<file path="config.mk">
export PLATFORM = sky130hd
export DESIGN_NAME = sdram_cmd_monitor
export DESIGN_NICKNAME = d
export VERILOG_FILES = /design/src/rtl/sdram_mon_pkg.sv /design/src/rtl/sdram_cmd_decode.sv /design/src/rtl/sdram_bank_slot.sv /design/src/rtl/sdram_cmd_monitor.sv
export SDC_FILE = /design/constraint.sdc
export NUM_CORES = 1
export LEC_CHECK = 0
export ABC_AREA = 0
export BUFFER_PORTS_ARGS = -buffer_cell sky130_fd_sc_hd__buf_2
export CORE_ASPECT_RATIO = 0.9
export CORE_MARGIN = 4
export CORE_UTILIZATION = 65
export CTS_BUF_LIST = sky130_fd_sc_hd__clkbuf_8
export DETAILED_ROUTE_END_ITERATION = 8
export MAX_ROUTING_LAYER = met4
export PLACE_DENSITY = 0.88
export SLEW_MARGIN = 0
export SYNTH_ARGS = -nofsm -noshare
export SYNTH_HDL_FRONTEND = slang
export SYNTH_HIERARCHICAL = 1
export SYNTH_SLANG_ARGS = --single-unit
</file>
<file path="constraint.sdc">
create_clock -name clk -period 5.7 [get_ports clk]
set_clock_uncertainty 0.15 [all_clocks]
set_input_delay 0.855 -clock clk [delete_from_list [all_inputs] [get_ports clk]]
set_output_delay 0.855 -clock clk [all_outputs]
set_load 0.1 [all_outputs]
</file>
<file path="src/rtl/sdram_mon_pkg.sv">
package sdram_mon_pkg;

  typedef enum logic [3:0] {
    CMD_SKIP  = 4'd0,
    CMD_DESL  = 4'd1,
    CMD_NOP   = 4'd2,
    CMD_BST   = 4'd3,
    CMD_RD    = 4'd4,
    CMD_RDA   = 4'd5,
    CMD_WR    = 4'd6,
    CMD_WRA   = 4'd7,
    CMD_ACT   = 4'd8,
    CMD_PRE   = 4'd9,
    CMD_PALL  = 4'd10,
    CMD_REF   = 4'd11,
    CMD_MRS   = 4'd12
  } cmd_e;

  localparam int NUM_VIOL   = 9;
  localparam int ERR_W      = $clog2(NUM_VIOL + 1);
  localparam int MAX_BURST  = 8;
  localparam int BLEN_W     = $clog2(MAX_BURST + 1);

  localparam int V_COL_IDLE = 0;
  localparam int V_ACT_OPEN = 1;
  localparam int V_RCD      = 2;
  localparam int V_RRD      = 3;
  localparam int V_RAS      = 4;
  localparam int V_RP       = 5;
  localparam int V_MRS_BUSY = 6;
  localparam int V_MRD      = 7;
  localparam int V_REF_BUSY = 8;

  function automatic logic [BLEN_W-1:0] burst_of(input logic [2:0] code);
    case (code)
      3'd1:    return BLEN_W'(2);
      3'd2:    return BLEN_W'(4);
      3'd3:    return BLEN_W'(8);
      default: return BLEN_W'(1);
    endcase
  endfunction

  function automatic logic is_column(input cmd_e c);
    return (c == CMD_RD) || (c == CMD_RDA) || (c == CMD_WR) || (c == CMD_WRA);
  endfunction

endpackage

</file>
<file path="src/rtl/sdram_cmd_decode.sv">
module sdram_cmd_decode
  import sdram_mon_pkg::*;
(
  input  logic cke_prev,
  input  logic cs_n,
  input  logic ras_n,
  input  logic cas_n,
  input  logic we_n,
  input  logic a10,
  output cmd_e cmd
);

  always_comb begin
    if (!cke_prev) begin
      cmd = CMD_SKIP;
    end else if (cs_n) begin
      cmd = CMD_DESL;
    end else begin
      case ({ras_n, cas_n, we_n})
        3'b111:  cmd = CMD_NOP;
        3'b110:  cmd = CMD_BST;
        3'b101:  cmd = a10 ? CMD_RDA : CMD_RD;
        3'b100:  cmd = a10 ? CMD_WRA : CMD_WR;
        3'b011:  cmd = CMD_ACT;
        3'b010:  cmd = a10 ? CMD_PALL : CMD_PRE;
        3'b001:  cmd = CMD_REF;
        default: cmd = CMD_MRS;
      endcase
    end
  end

endmodule

</file>
<file path="src/rtl/sdram_bank_slot.sv">
module sdram_bank_slot
  import sdram_mon_pkg::*;
#(
  parameter int ROW_W   = 13,
  parameter int CNT_LIM = 16,
  parameter int RCD_CLK = 3,
  parameter int RAS_CLK = 6,
  parameter int RP_CLK  = 3,
  parameter int WR_CLK  = 2
) (
  input  logic              clk,
  input  logic              rst_n,
  input  cmd_e              cmd,
  input  logic              hit,
  input  logic [ROW_W-1:0]  row_in,
  input  logic [BLEN_W-1:0] burst_len,
  output logic              is_open,
  output logic [ROW_W-1:0]  open_row,
  output logic              v_col_idle,
  output logic              v_act_open,
  output logic              v_rcd,
  output logic              v_ras,
  output logic              v_rp
);

  localparam int CNT_W = $clog2(CNT_LIM + 1);
  localparam int AP_W  = $clog2(MAX_BURST + WR_CLK + 1);
  localparam logic [CNT_W-1:0] LIM_V = CNT_W'(CNT_LIM);
  localparam logic [CNT_W-1:0] ONE_V = CNT_W'(1);

  logic              open_q, open_d;
  logic [ROW_W-1:0]  row_q, row_d;
  logic [CNT_W-1:0]  act_cnt_q, act_cnt_d;
  logic [CNT_W-1:0]  pre_cnt_q, pre_cnt_d;
  logic [AP_W-1:0]   ap_q, ap_d;
  logic              col_hit, close_req, act_hit;

  assign col_hit   = hit && is_column(cmd);
  assign act_hit   = hit && (cmd == CMD_ACT);
  assign close_req = (hit && (cmd == CMD_PRE)) || (cmd == CMD_PALL);

  assign v_col_idle = col_hit && !open_q;
  assign v_rcd      = col_hit && open_q && (act_cnt_q < CNT_W'(RCD_CLK));
  assign v_act_open = act_hit && open_q;
  assign v_rp       = act_hit && !open_q && (pre_cnt_q < CNT_W'(RP_CLK));
  assign v_ras      = close_req && open_q && (act_cnt_q < CNT_W'(RAS_CLK));

  always_comb begin
    open_d    = open_q;
    row_d     = row_q;
    ap_d      = ap_q;
    act_cnt_d = (act_cnt_q == LIM_V) ? act_cnt_q : act_cnt_q + ONE_V;
    pre_cnt_d = (pre_cnt_q == LIM_V) ? pre_cnt_q : pre_cnt_q + ONE_V;

    // auto-precharge countdown, ends at the edge it reaches one
    if (ap_q != '0) begin
      ap_d = ap_q - AP_W'(1);
      if (ap_q == AP_W'(1)) begin
        open_d    = 1'b0;
        pre_cnt_d = ONE_V;
      end
    end

    if (act_hit) begin
      open_d    = 1'b1;
      row_d     = row_in;
      act_cnt_d = ONE_V;
      ap_d      = '0;
    end else if (close_req && open_q) begin
      open_d    = 1'b0;
      pre_cnt_d = ONE_V;
      ap_d      = '0;
    end else if (col_hit && open_q && (cmd == CMD_RDA)) begin
      ap_d = AP_W'(burst_len);
    end else if (col_hit && open_q && (cmd == CMD_WRA)) begin
      ap_d = AP_W'(burst_len) + AP_W'(WR_CLK);
    end
  end

  always_ff @(posedge clk or negedge rst_n) begin
    if (!rst_n) begin
      open_q    <= 1'b0;
      row_q     <= '0;
      ap_q      <= '0;
      act_cnt_q <= LIM_V;
      pre_cnt_q <= LIM_V;
    end else begin
      open_q    <= open_d;
      row_q     <= row_d;
      ap_q      <= ap_d;
      act_cnt_q <= act_cnt_d;
      pre_cnt_q <= pre_cnt_d;
    end
  end

  assign is_open  = open_q;
  assign open_row = row_q;

endmodule

</file>
<file path="src/rtl/sdram_cmd_monitor.sv">
module sdram_cmd_monitor
  import sdram_mon_pkg::*;
#(
  parameter int BANKS   = 4,
  parameter int ROW_W   = 13,
  parameter int AP_BIT  = 10,
  parameter int RCD_CLK = 3,
  parameter int RAS_CLK = 6,
  parameter int RP_CLK  = 3,
  parameter int RRD_CLK = 2,
  parameter int MRD_CLK = 2,
  parameter int WR_CLK  = 2,
  localparam int BA_W   = $clog2(BANKS)
) (
  input  logic                   clk,
  input  logic                   rst_n,
  input  logic                   cke,
  input  logic                   cs_n,
  input  logic                   ras_n,
  input  logic                   cas_n,
  input  logic                   we_n,
  input  logic [BA_W-1:0]        ba,
  input  logic [ROW_W-1:0]       addr,
  output logic [3:0]             cmd_o,
  output logic [BANKS-1:0]       bank_open,
  output logic [BANKS*ROW_W-1:0] bank_row,
  output logic [NUM_VIOL-1:0]    viol_o,
  output logic [ERR_W-1:0]       err_o
);

  localparam int CNT_LIM = RCD_CLK + RAS_CLK + RP_CLK + RRD_CLK + MRD_CLK;
  localparam int CNT_W   = $clog2(CNT_LIM + 1);
  localparam logic [CNT_W-1:0] LIM_V = CNT_W'(CNT_LIM);
  localparam logic [CNT_W-1:0] ONE_V = CNT_W'(1);

  logic                  cke_q;
  cmd_e                  cmd_now, cmd_q;
  logic [BLEN_W-1:0]     bl_q, bl_d;
  logic [CNT_W-1:0]      any_cnt_q, any_cnt_d;
  logic [CNT_W-1:0]      mrs_cnt_q, mrs_cnt_d;
  logic [BA_W-1:0]       last_ba_q, last_ba_d;
  logic [NUM_VIOL-1:0]   viol_q, viol_now;
  logic [ERR_W-1:0]      err_q, err_d, first_code;
  logic                  is_act;

  logic [BANKS-1:0]      vb_col_idle, vb_act_open, vb_rcd, vb_ras, vb_rp;
  logic [ROW_W-1:0]      b_row [BANKS];

  sdram_cmd_decode u_dec (
    .cke_prev (cke_q),
    .cs_n     (cs_n),
    .ras_n    (ras_n),
    .cas_n    (cas_n),
    .we_n     (we_n),
    .a10      (addr[AP_BIT]),
    .cmd      (cmd_now)
  );

  for (genvar gi = 0; gi < BANKS; gi++) begin : g_bank
    sdram_bank_slot #(
      .ROW_W   (ROW_W),
      .CNT_LIM (CNT_LIM),
      .RCD_CLK (RCD_CLK),
      .RAS_CLK (RAS_CLK),
      .RP_CLK  (RP_CLK),
      .WR_CLK  (WR_CLK)
    ) u_slot (
      .clk        (clk),
      .rst_n      (rst_n),
      .cmd        (cmd_now),
      .hit        (ba == BA_W'(gi)),
      .row_in     (addr),
      .burst_len  (bl_q),
      .is_open    (bank_open[gi]),
      .open_row   (b_row[gi]),
      .v_col_idle (vb_col_idle[gi]),
      .v_act_open (vb_act_open[gi]),
      .v_rcd      (vb_rcd[gi]),
      .v_ras      (vb_ras[gi]),
      .v_rp       (vb_rp[gi])
    );
    assign bank_row[gi*ROW_W +: ROW_W] = b_row[gi];
  end

  assign is_act = (cmd_now == CMD_ACT);

  always_comb begin
    viol_now             = '0;
    viol_now[V_COL_IDLE] = |vb_col_idle;
    viol_now[V_ACT_OPEN] = |vb_act_open;
    viol_now[V_RCD]      = |vb_rcd;
    viol_now[V_RRD]      = is_act && (any_cnt_q < CNT_W'(RRD_CLK)) && (ba != last_ba_q);
    viol_now[V_RAS]      = |vb_ras;
    viol_now[V_RP]       = |vb_rp;
    viol_now[V_MRS_BUSY] = (cmd_now == CMD_MRS) && (|bank_open);
    viol_now[V_MRD]      = is_act && (mrs_cnt_q < CNT_W'(MRD_CLK));
    viol_now[V_REF_BUSY] = (cmd_now == CMD_REF) && (|bank_open);
  end

  // lowest set index wins
  always_comb begin
    first_code = '0;
    for (int i = NUM_VIOL - 1; i >= 0; i--) begin
      if (viol_now[i]) first_code = ERR_W'(i + 1);
    end
  end

  always_comb begin
    any_cnt_d = (any_cnt_q == LIM_V) ? any_cnt_q : any_cnt_q + ONE_V;
    mrs_cnt_d = (mrs_cnt_q == LIM_V) ? mrs_cnt_q : mrs_cnt_q + ONE_V;
    last_ba_d = last_ba_q;
    bl_d      = bl_q;
    if (is_act) begin
      any_cnt_d = ONE_V;
      last_ba_d = ba;
    end
    if (cmd_now == CMD_MRS) begin
      mrs_cnt_d = ONE_V;
      bl_d      = burst_of(addr[2:0]);
    end
    err_d = ((err_q == '0) && (|viol_now)) ? first_code : err_q;
  end

  always_ff @(posedge clk or negedge rst_n) begin
    if (!rst_n) begin
      cke_q     <= 1'b0;
      cmd_q     <= CMD_SKIP;
      bl_q      <= BLEN_W'(1);
      any_cnt_q <= LIM_V;
      mrs_cnt_q <= LIM_V;
      last_ba_q <= '0;
      viol_q    <= '0;
      err_q     <= '0;
    end else begin
      cke_q     <= cke;
      cmd_q     <= cmd_now;
      bl_q      <= bl_d;
      any_cnt_q <= any_cnt_d;
      mrs_cnt_q <= mrs_cnt_d;
      last_ba_q <= last_ba_d;
      viol_q    <= viol_q | viol_now;
      err_q     <= err_d;
    end
  end

  assign cmd_o  = cmd_q;
  assign viol_o = viol_q;
  assign err_o  = err_q;

endmodule

</file>
## Word-level counts from Yosys, hierarchy flattened

Index checks and enable logic that the tools add are counted.

| word-level totals | value |
|---|---|
| register bits | 146 |
| input port bits | 22 |
| output and inout port bits | 73 |
| word-level logic and storage cells | 283 |

| cells by class | value |
|---|---|
| add/sub/neg operators | 15 |
| magnitude comparators | 14 |
| equal/unequal tests | 43 |
| muxes and demuxes | 84 |
| bitwise operators | 1 |
| reductions and logical operators | 98 |

Operators with widths:

| cell | count |
|---|---|
| 5-bit 2-to-1 mux | 32 |
| 4-bit 2-to-1 mux | 31 |
| 1-bit logical AND | 58 |
| 5-bit by 1-bit adder with 5-bit output, second input constant | 10 |
| 5-bit equality test, second input constant | 10 |
| 5-bit by 2-bit < comparator with 1-bit output, second input constant | 10 |
| 4-bit case mux with 7 select lines | 1 |
| 3-bit nonzero test | 8 |
| 24-bit OR reduction | 1 |
| 4-bit OR reduction | 6 |
| 4-bit equality test, second input constant | 5 |
| 5-bit by 3-bit < comparator with 1-bit output, second input constant | 4 |
| 5-bit nonzero test | 4 |
| 1-bit 2-to-1 mux | 18 |
| 4-bit by 1-bit equality test with 1-bit output, second input constant | 4 |
| 4-bit by 3-bit equality test with 1-bit output, second input constant | 4 |
| 4-bit nonzero test | 4 |
| 4-bit by 1-bit subtractor with 4-bit output, second input constant | 4 |
| 3-bit by 2-bit equality test with 1-bit output, second input constant | 4 |
| 3-bit equality test, second input constant | 4 |
| 4-bit case mux with 3 select lines | 1 |
| 9-bit OR | 1 |
| 2-bit by 1-bit inequality test with 1-bit output, second input constant | 4 |
| 2-bit AND reduction | 4 |
| other kinds (11) | 23 |

## Depth between registers and ports, before layout

Gate-level depths: netlist of the first run.

| depth | value |
|---|---|
| depth in word-level cells | 15 |
| depth in mapped cells | 11 |
| gate-level depth less buffers | 10 |

## Cells and area by module

The synthesis of the first run kept the hierarchy.

Modules (own cells, without submodules):

| module | instances | cells each | area each (µm²) | seq. area each (µm²) |
|---|---|---|---|---|
| sdram_bank_slot (g_bank[0].u_slot ...) | 3 | 130 | 1,537.7 | 703.2 |
| sdram_cmd_monitor | 1 | 149 | 1,560.2 | 854.6 |
| sdram_bank_slot (g_bank[3].u_slot) | 1 | 129 | 1,536.5 | 703.2 |
| sdram_cmd_decode | 1 | 14 | 91.3 | 0.0 |

## Worst setup path after synthesis of the first run

Ideal clock, no wire load.

| path | value |
|---|---|
| path kind | in2reg |
| start point | in addr[10] |
| end point | reg err_q[0] (netlist: err_o[0]) |
| library setup time | 0.068 ns |
| arrival time | 4.129 ns |
| data required time | 5.482 ns |
| setup slack | 1.353 ns |
| stages | 11 |
| path buffers | 1 |
| cell sequence | nor2b_1 o21ai_0 a31oi_1 nand2b_4 nor3_4 buf_6 o2111a_1 or4_1 a211oi_1 o221ai_1 nand2_1 |

| on the way | value |
|---|---|
| cells in the longest elaborated chain, start to end | 15 |
| elaborated cells on any way between the ends | 87 |
| classes of those cells | eq/ne: 9; mux: 15; reduce/logical: 63 |

RTL lines:

| element | line | RTL |
|---|---|---|
| start, declared | sdram_cmd_monitor.sv:23 | `input logic [ROW_W-1:0] addr,` |
| 2-bit 2-to-1 mux * | sdram_cmd_decode.sv:25 | `3'b010: cmd = a10 ? CMD_PALL : CMD_PRE;` |
| 4-bit case mux with 7 select lines * | sdram_cmd_decode.sv:19 | `case ({ras_n, cas_n, we_n})` |
| 4-bit 2-to-1 mux * | sdram_cmd_decode.sv:16 | `end else if (cs_n) begin` |
| 4-bit 2-to-1 mux * | sdram_cmd_decode.sv:14 | `if (!cke_prev) begin` |
| named net cmd_now[1] | sdram_cmd_monitor.sv:37 | `cmd_e cmd_now, cmd_q;` |
| 4-bit equality test * | sdram_bank_slot.sv:39 | `assign act_hit = hit && (cmd == CMD_ACT);` |
| 1-bit logical AND * | sdram_bank_slot.sv:39 |  |
| 1-bit logical AND * (2 in a row) | sdram_bank_slot.sv:45 | `assign v_rp = act_hit && !open_q && (pre_cnt_q < CNT_W'(RP_CLK));` |
| named net vb_rp[1] | sdram_cmd_monitor.sv:46 | `logic [BANKS-1:0] vb_col_idle, vb_act_open, vb_rcd, vb_ras, vb_rp;` |
| 4-bit OR reduction | sdram_cmd_monitor.sv:94 | `viol_now[V_RP] = \|vb_rp;` |
| 4-bit 2-to-1 mux (6 in a row) | sdram_cmd_monitor.sv:104 | `if (viol_now[i]) first_code = ERR_W'(i + 1);` |
| end signal, assigned | sdram_cmd_monitor.sv:142 | `err_q <= err_d;` |
| end, declared | sdram_cmd_monitor.sv:43 | `logic [ERR_W-1:0] err_q, err_d, first_code;` |

Mark *: on every way through the listed nets, which the timed path passes. The rest lies on a longest branch.
A chain may end at the register's enable or synchronous reset.

## Final worst setup path of the first run

| path | value |
|---|---|
| start point | in addr[10] |
| end point | reg err_q[3] (netlist: err_o[3]) |

| on the way | value |
|---|---|
| cells in the longest elaborated chain, start to end | 15 |
| elaborated cells on any way between the ends | 87 |
| classes of those cells | eq/ne: 9; mux: 15; reduce/logical: 63 |

RTL lines:

| element | line | RTL |
|---|---|---|
| 2-bit 2-to-1 mux or 1-bit 2-to-1 mux (tied branches) | sdram_cmd_decode.sv:25, sdram_cmd_decode.sv:22, sdram_cmd_decode.sv:23 |  |
| 4-bit case mux with 7 select lines * | sdram_cmd_decode.sv:19 |  |
| 4-bit 2-to-1 mux * | sdram_cmd_decode.sv:16 |  |
| 4-bit 2-to-1 mux * | sdram_cmd_decode.sv:14 |  |
| named net cmd_now[0] | sdram_cmd_monitor.sv:37 |  |
| 4-bit equality test | sdram_bank_slot.sv:40 | `assign close_req = (hit && (cmd == CMD_PRE)) \|\| (cmd == CMD_PALL);` |
| 1-bit logical AND | sdram_bank_slot.sv:40 |  |
| 1-bit logical OR * | sdram_bank_slot.sv:40 |  |
| 1-bit logical AND * (2 in a row) | sdram_bank_slot.sv:46 | `assign v_ras = close_req && open_q && (act_cnt_q < CNT_W'(RAS_CLK));` |
| named net vb_ras[0] | sdram_cmd_monitor.sv:46 |  |
| 4-bit OR reduction | sdram_cmd_monitor.sv:93 | `viol_now[V_RAS] = \|vb_ras;` |
| 4-bit 2-to-1 mux (5 in a row) | sdram_cmd_monitor.sv:104 |  |

Marks and branches as above.

==> flow_summary.json, run 1 <==
{
  "yosys_warnings": 6,
  "reg2reg_depth": 8,
  "final_cell_mix": "dfrtp_1 (135), buf_2 (93), nand2_1 (52), nor2_1 (48), mux2_4 (40)",
  "core_area_mm2": 0.0116,
  "cp-start-kind": "input port",
  "cts-resized-gates": 0,
  "rsz0062_at_grt": "false",
  "synth_edf_count": 0,
  "grt_pass1_wl_mm": 30.3,
  "postCtsSetupBuffers": 0,
  "critPathBufInv": 2,
  "die-area_mm2": 0.0138,
  "ys_types": 58,
  "num_vias": 5735,
  "htreeDepth": 4,
  "vias_per_cell": 5.95,
  "finalHoldViolations": 0,
  "timing.rr.start": "cke_q",
  "dpl.hpwl_mm": 12.7,
  "cp.required_ns": 5.96,
  "antenna_left": 0,
  "crit_chain": "buf_2 > nor2b_1 > nor3b_1 > o31a_1 > buf_4 > nor2b_2 > o2111ai_2 > a2111oi_2 > nor4_1 > nor3b_1 > a31o_1",
  "wl_mm": 18.2,
  "rows": 37,
  "final_util_pct": 76.7,
  "synth_seq_area_share_pct": 47.0,
  "cts_sinks": 146,
  "cellPowerDensity_mw_per_mm2": 574,
  "antenna_cells": 0,
  "cpPeakStageDelay_ns": 0.93,
  "gr-usage-all-layers_pct": 29.0,
  "reg2reg_slack_ns": 2.23,
  "tritoncts": "done",
  "worst_pin_slew_ns": 1.19,
  "slew_viol_final": 0,
  "setup_viol": 0,
  "synth_area_leader_cell": "dfrtp_1",
  "antenna_found_initial": 0,
  "hold_start": "viol_o[7]",
  "synth_area_per_cell_um2": 11.4,
  "final_nets": 849,
  "drtPass1Iterations": 8,
  "ys_async_sr_fraction_pct": 100,
  "power_w": 0.00509,
  "reg2reg_to": "err_o[3]",
  "relSlewSlack_pct": 20.9,
  "grt_pass1_vias": 6028,
  "critical_path.top_delay_family": "compound AO/OA/AOI/OAI gates",
  "min_to": "viol_o[7]",
  "status": "finished clean",
  "clockBufferDepth": 2,
  "grt_max_degree": 107,
  "drive_above_1_share_pct": 30.0,
  "first_iter_violations": 530,
  "mostFrequentLayoutCell": "dfrtp_1",
  "syn-cell-area_mm2": 0.00780,
  "ys_ff_latch": 146,
  "cp_slowest_cell": "o31a_1",
  "synth_ff_type": "dfrtp_1",
  "syn-num-nets": 736,
  "wire_per_inst_um": 18.9,
  "drc": 0,
  "layout-area-overhead-vs-synth_pct": 13.8,
  "timing.final.crit_share_pct": 69.9,
  "synth_cells": 682,
  "gr-total-overflow": 0,
  "timing.fmax_ghz": 0.251,
  "hold_class": "register to register",
  "worstHoldPathCells": 1,
  "stdcell_count": 964,
  "critPathMostFrequentCell": "nor3b_1",
  "dp.cells": 932,
  "die_h_um": 112,
  "clk_latency_ns": 0.47,
  "die_x_um": 123,
  "clk_pin_slew_ns": 0.09,
  "ys_top_cells_by_area": "dfrtp_1 (43%), mux2_4 (7.7%), ha_1 (5.1%)",
  "power_leakage_nw": 4.24,
  "tns_ns": 0,
  "yosys.area.top_type_share_pct": 43.3,
  "max-cap-violations": 0,
  "gp_congestion": 0.840,
  "cts_made_buffers": 17,
  "start_util_pct": 67.4,
  "crit_fanout": 23,
  "crit_arrival_ns": 4.25,
  "ir_drop_mv": 0.369,
  "hold_buffers": 0,
  "worstSetupEndpointType": "register",
  "num_io_pins": 95,
  "crit_type": "input port to register",
  "cts_root_buf": "clkbuf_8",
  "io_buffers": 94,
  "fin_crit_ns": 3.98
}
-- worst max path at each step --
| stage | startpoint | endpoint | slack (ns) | depth (start not counted) |
|---|---|---|---|---|
| finish | addr[10] | err_o[3] | 1.72 | 11 |
| global route | addr[10] | err_o[3] | 1.61 | 11 |
| CTS | addr[10] | err_o[3] | 1.84 | 11 |
| detailed placement | addr[10] | err_o[3] | 1.33 | 11 |
| global placement | addr[10] | err_o[3] | 1.47 | 11 |
| floorplan | addr[10] | err_o[0] | 1.35 | 11 |
-- cell type report --
cell class	instances	area, um2
multi-input combinational	492	3920
sequential	146	3670
fill	719	2700
timing repair buffer	103	544
clock buffer	21	289
tap	156	195
clock inverter	11	135
inverter	35	131
-- report_power, final --
group / switching [W] / internal [W] / total [W] / leakage [nW]
clock network: 0.000390 / 0.000474 / 0.000864 / 0.216
logic: 0.00165 / 0.000713 / 0.00236 / 2.23
registers: 0.000420 / 0.00145 / 0.00187 / 1.80
-- worst register-to-register path, cell delays in order, from the launching register on --
cell and delay [ns]:
dfrtp_1 0.35, o31a_1 0.92, buf_4 0.34, nor2b_2 0.07, o2111ai_2 0.28, a2111oi_2 0.08
nor4_1 0.73, nor3b_1 0.34, a31o_1 0.18
-- Yosys cell counts (14+ instances only) --
library cell and instances:
nor3_1 20, nor2_1 48, dfrtp_1 135, mux2_2 14
inv_1 35, ha_1 32, mux2_4 40, xnor2_1 24
xor2_1 24, nand3_1 22, a21oi_1 19, nand2b_1 18
nand2_1 52
-- per-layer routing --
metal	wire length (um)	vias up	GRT usage [%]	part of all wire (%)
met5	0	-	-	0
met4	450	0	12.0	2.5
met3	1050	43	6.60	5.8
met2	9090	212	44.6	50
met1	7650	2861	37.1	42
li1	-	2619	-	-
-- sequential cells by signal, indices dropped and copies added (netlist names) --
signal                   cells
cmd_o                        4
last_ba_q                    2
viol_o                       9
err_o                        4
g_bank.u_slot/is_open        4
any_cnt_q                    5
bl_q                         4
g_bank.u_slot/act_cnt_q     20
g_bank.u_slot/pre_cnt_q     20
g_bank.u_slot/ap_q          16
cke_q                        1
g_bank.u_slot/open_row      52
mrs_cnt_q                    5
-- logic make-up after synthesis --
| kind of cell | after synthesis | share of synthesized area, % |
|---|---|---|
| mux | 71 | 12.0 |
| fa+ha+maj | 32 | 5.13 |
| compound gates | 83 | 8.24 |
| simple gates | 258 | 19.3 |
| buf+inv | 44 | 2.89 |
| flops | 146 | 47.0 |
| xor+xnor | 48 | 5.39 |
-- per-stage QoR --
stage                     hold WS [ns]  setup WS [ns]  instance area (um2)
after detailed placement         0.306           1.33                 8450
after global routing             0.313           1.61                 8880
after global placement           0.292           1.47                 8450
after CTS                        0.318           1.84                 8880
final                            0.321           1.72                 8880
after floorplan                  0.314           1.35                 7800
Power figures use the tool's default switching activity.
==> run 2: changes to the inputs <==
Settings changed: CORE_UTILIZATION 65 to 55, PLACE_DENSITY 0.88 to 0.79.
Clock period 5.7 ns to 3.3 ns, I/O delays scaled along.
==> run 2 against run 1 <==
- first-iteration DRC count shrank 30%
- setup slack got worse by 1.2 ns
- global-route usage is 5.9 points lower
- critical endpoint unchanged
- largest cell class unchanged
- highest routed layer unchanged
==> flow_summary.json, run 2 (same netlist as run 1, synthesis figures left out) <==
{
  "clk_latency_ns": 0.47,
  "clockBufferDepth": 2,
  "crit_chain": "buf_2 > mux2i_1 > nor2_1 > o31a_1 > buf_12 > and3b_1 > o2111ai_2 > a2111oi_2 > nor4_1 > buf_4 > nor3b_1 > a31o_1",
  "final_cell_mix": "dfrtp_1 (135), buf_2 (93), nand2_1 (52), nor2_1 (48), mux2_4 (40)",
  "num_vias": 5689,
  "drc": 0,
  "tritoncts": "done",
  "fillers": 1092,
  "wl_mm": 17.2,
  "worstSetupEndpointType": "register",
  "io_buffers": 94,
  "grt.met2_usage_pct": 37.3,
  "cpPeakStageDelay_ns": 0.43,
  "relSlewSlack_pct": 62.5,
  "finalHoldViolations": 0,
  "slew_viol_final": 0,
  "timing.final.crit_share_pct": 85.2,
  "mostFrequentLayoutCell": "dfrtp_1",
  "final_nets": 861,
  "antenna_cells": 0,
  "ir_drop_mv": 0.733,
  "first_iter_violations": 372,
  "grt_util_met1_pct": 28.9,
  "grt_busiest_layer": "met2",
  "cts-resized-gates": 0,
  "drive_above_1_share_pct": 31.1,
  "power_leakage_nw": 4.32,
  "wire_per_inst_um": 17.0,
  "htreeDepth": 4,
  "rows": 41,
  "crit_arrival_ns": 3.07,
  "cp_slowest_cell": "nor4_1",
  "worst_pin_slew_ns": 0.555,
  "stdcell_count": 1013,
  "rsz0062_at_grt": "false",
  "start_util_pct": 55.9,
  "grtUsageMet3_pct": 4.93,
  "cp-start-kind": "input port",
  "num_io_pins": 95,
  "vias_per_cell": 5.62,
  "fin_crit_ns": 2.81,
  "timing.fmax_ghz": 0.356,
  "cellPowerDensity_mw_per_mm2": 966,
  "gr-usage-all-layers_pct": 23.1,
  "clk_pin_slew_ns": 0.09,
  "fin_ws_ns": 0.487,
  "max-cap-violations": 0,
  "cts_made_buffers": 17,
  "die-area_mm2": 0.0162,
  "dp.cells": 979,
  "largest_reg_flops": 52,
  "cts_sinks": 146,
  "final_util_pct": 65.1,
  "tns_ns": 0,
  "antenna_found_initial": 0,
  "crit_type": "input port to register",
  "antenna_left": 0,
  "layout-area-overhead-vs-synth_pct": 16.5,
  "core_area_mm2": 0.0140,
  "dpl_worst_slack_ns": 0.0603,
  "dpl.hpwl_mm": 12.5,
  "setup_viol": 0,
  "hold_class": "input port to register",
  "whs_ns": 0.0956,
  "status": "finished clean",
  "gr-total-overflow": 0,
  "grt_max_degree": 61,
  "worstHoldPathCells": 2,
  "die_x_um": 134,
  "reg2reg_depth": 9,
  "cp.required_ns": 3.56,
  "cts_root_buf": "clkbuf_8",
  "grt_pass1_wl_mm": 28.8,
  "crit_fanout": 26,
  "grt_pass1_vias": 5812,
  "gp_congestion": 0.882,
  "drtPass1Iterations": 5,
  "die_h_um": 121
}
run 2: cell count changes in the layout (fill, tap and decap cells not counted), sizes merged:
cell         delta
clkbuf          -3
inv             +5
clkinvlp        -2
buf            +10
dlygate4sd3     +2
run 2: what timing repair did:
item                                   in CTS  in global routing
setup buffers                               0                  0
hold buffers                                2                  0
endpoints found under the hold margin      55                  0
run 2: final cells by class:
type | instances | area, um2 | share of cell area (%)
clock buffer | 18 | 248 | 2.73
clock inverter | 14 | 193 | 2.12
inverter | 35 | 131 | 1.45
multi-input combinational | 492 | 3930 | 43.2
sequential | 146 | 3670 | 40.4
tap | 193 | 241 | 2.66
timing repair buffer | 115 | 677 | 7.45
run 2: metrics by stage:
step	power, W	instance area, um2
6_report	0.00878	9090
5_1_grt	0.00927	9090
4_1_cts	0.00882	9090
3_5_place_dp	0.00724	8630
3_3_place_gp	0.00705	8630
2_1_floorplan	0.00637	7820
run 2: final timing paths:
path                                 from                            end  slack (ns)
worst min register to register  viol_o[3]                      viol_o[3]        0.31
worst max register to register      cke_q                       err_o[3]        0.50
worst max-delay path                ras_n                       err_o[3]        0.49
max in group asynchronous           rst_n  g_bank[1].u_slot/act_cnt_q[4]        1.76
worst min-delay path                cas_n                       cmd_o[2]         0.1
min in group asynchronous           rst_n       g_bank[3].u_slot/ap_q[3]        0.42
run 2: per-layer routing:
layer / part of all wire (%) / vias up
met5: 0 / -
met4: 1.9 / 0
met3: 4.4 / 30
met2: 50 / 143
met1: 44 / 2857
li1: - / 2659
run 2: report_power, final:
part,internal (W),switching (W),leakage (nW)
combinational,0.00124,0.00279,2.30
clock,0.000795,0.000750,0.221
sequential,0.00250,0.000712,1.80
total,0.00453,0.00425,4.32
run 2: critical path: cells and delay by family:
family          cells  cell delay [ns]
compound gates      4             0.84
buf+inv             3             0.55
mux                 1             0.25
simple gates        4             0.94
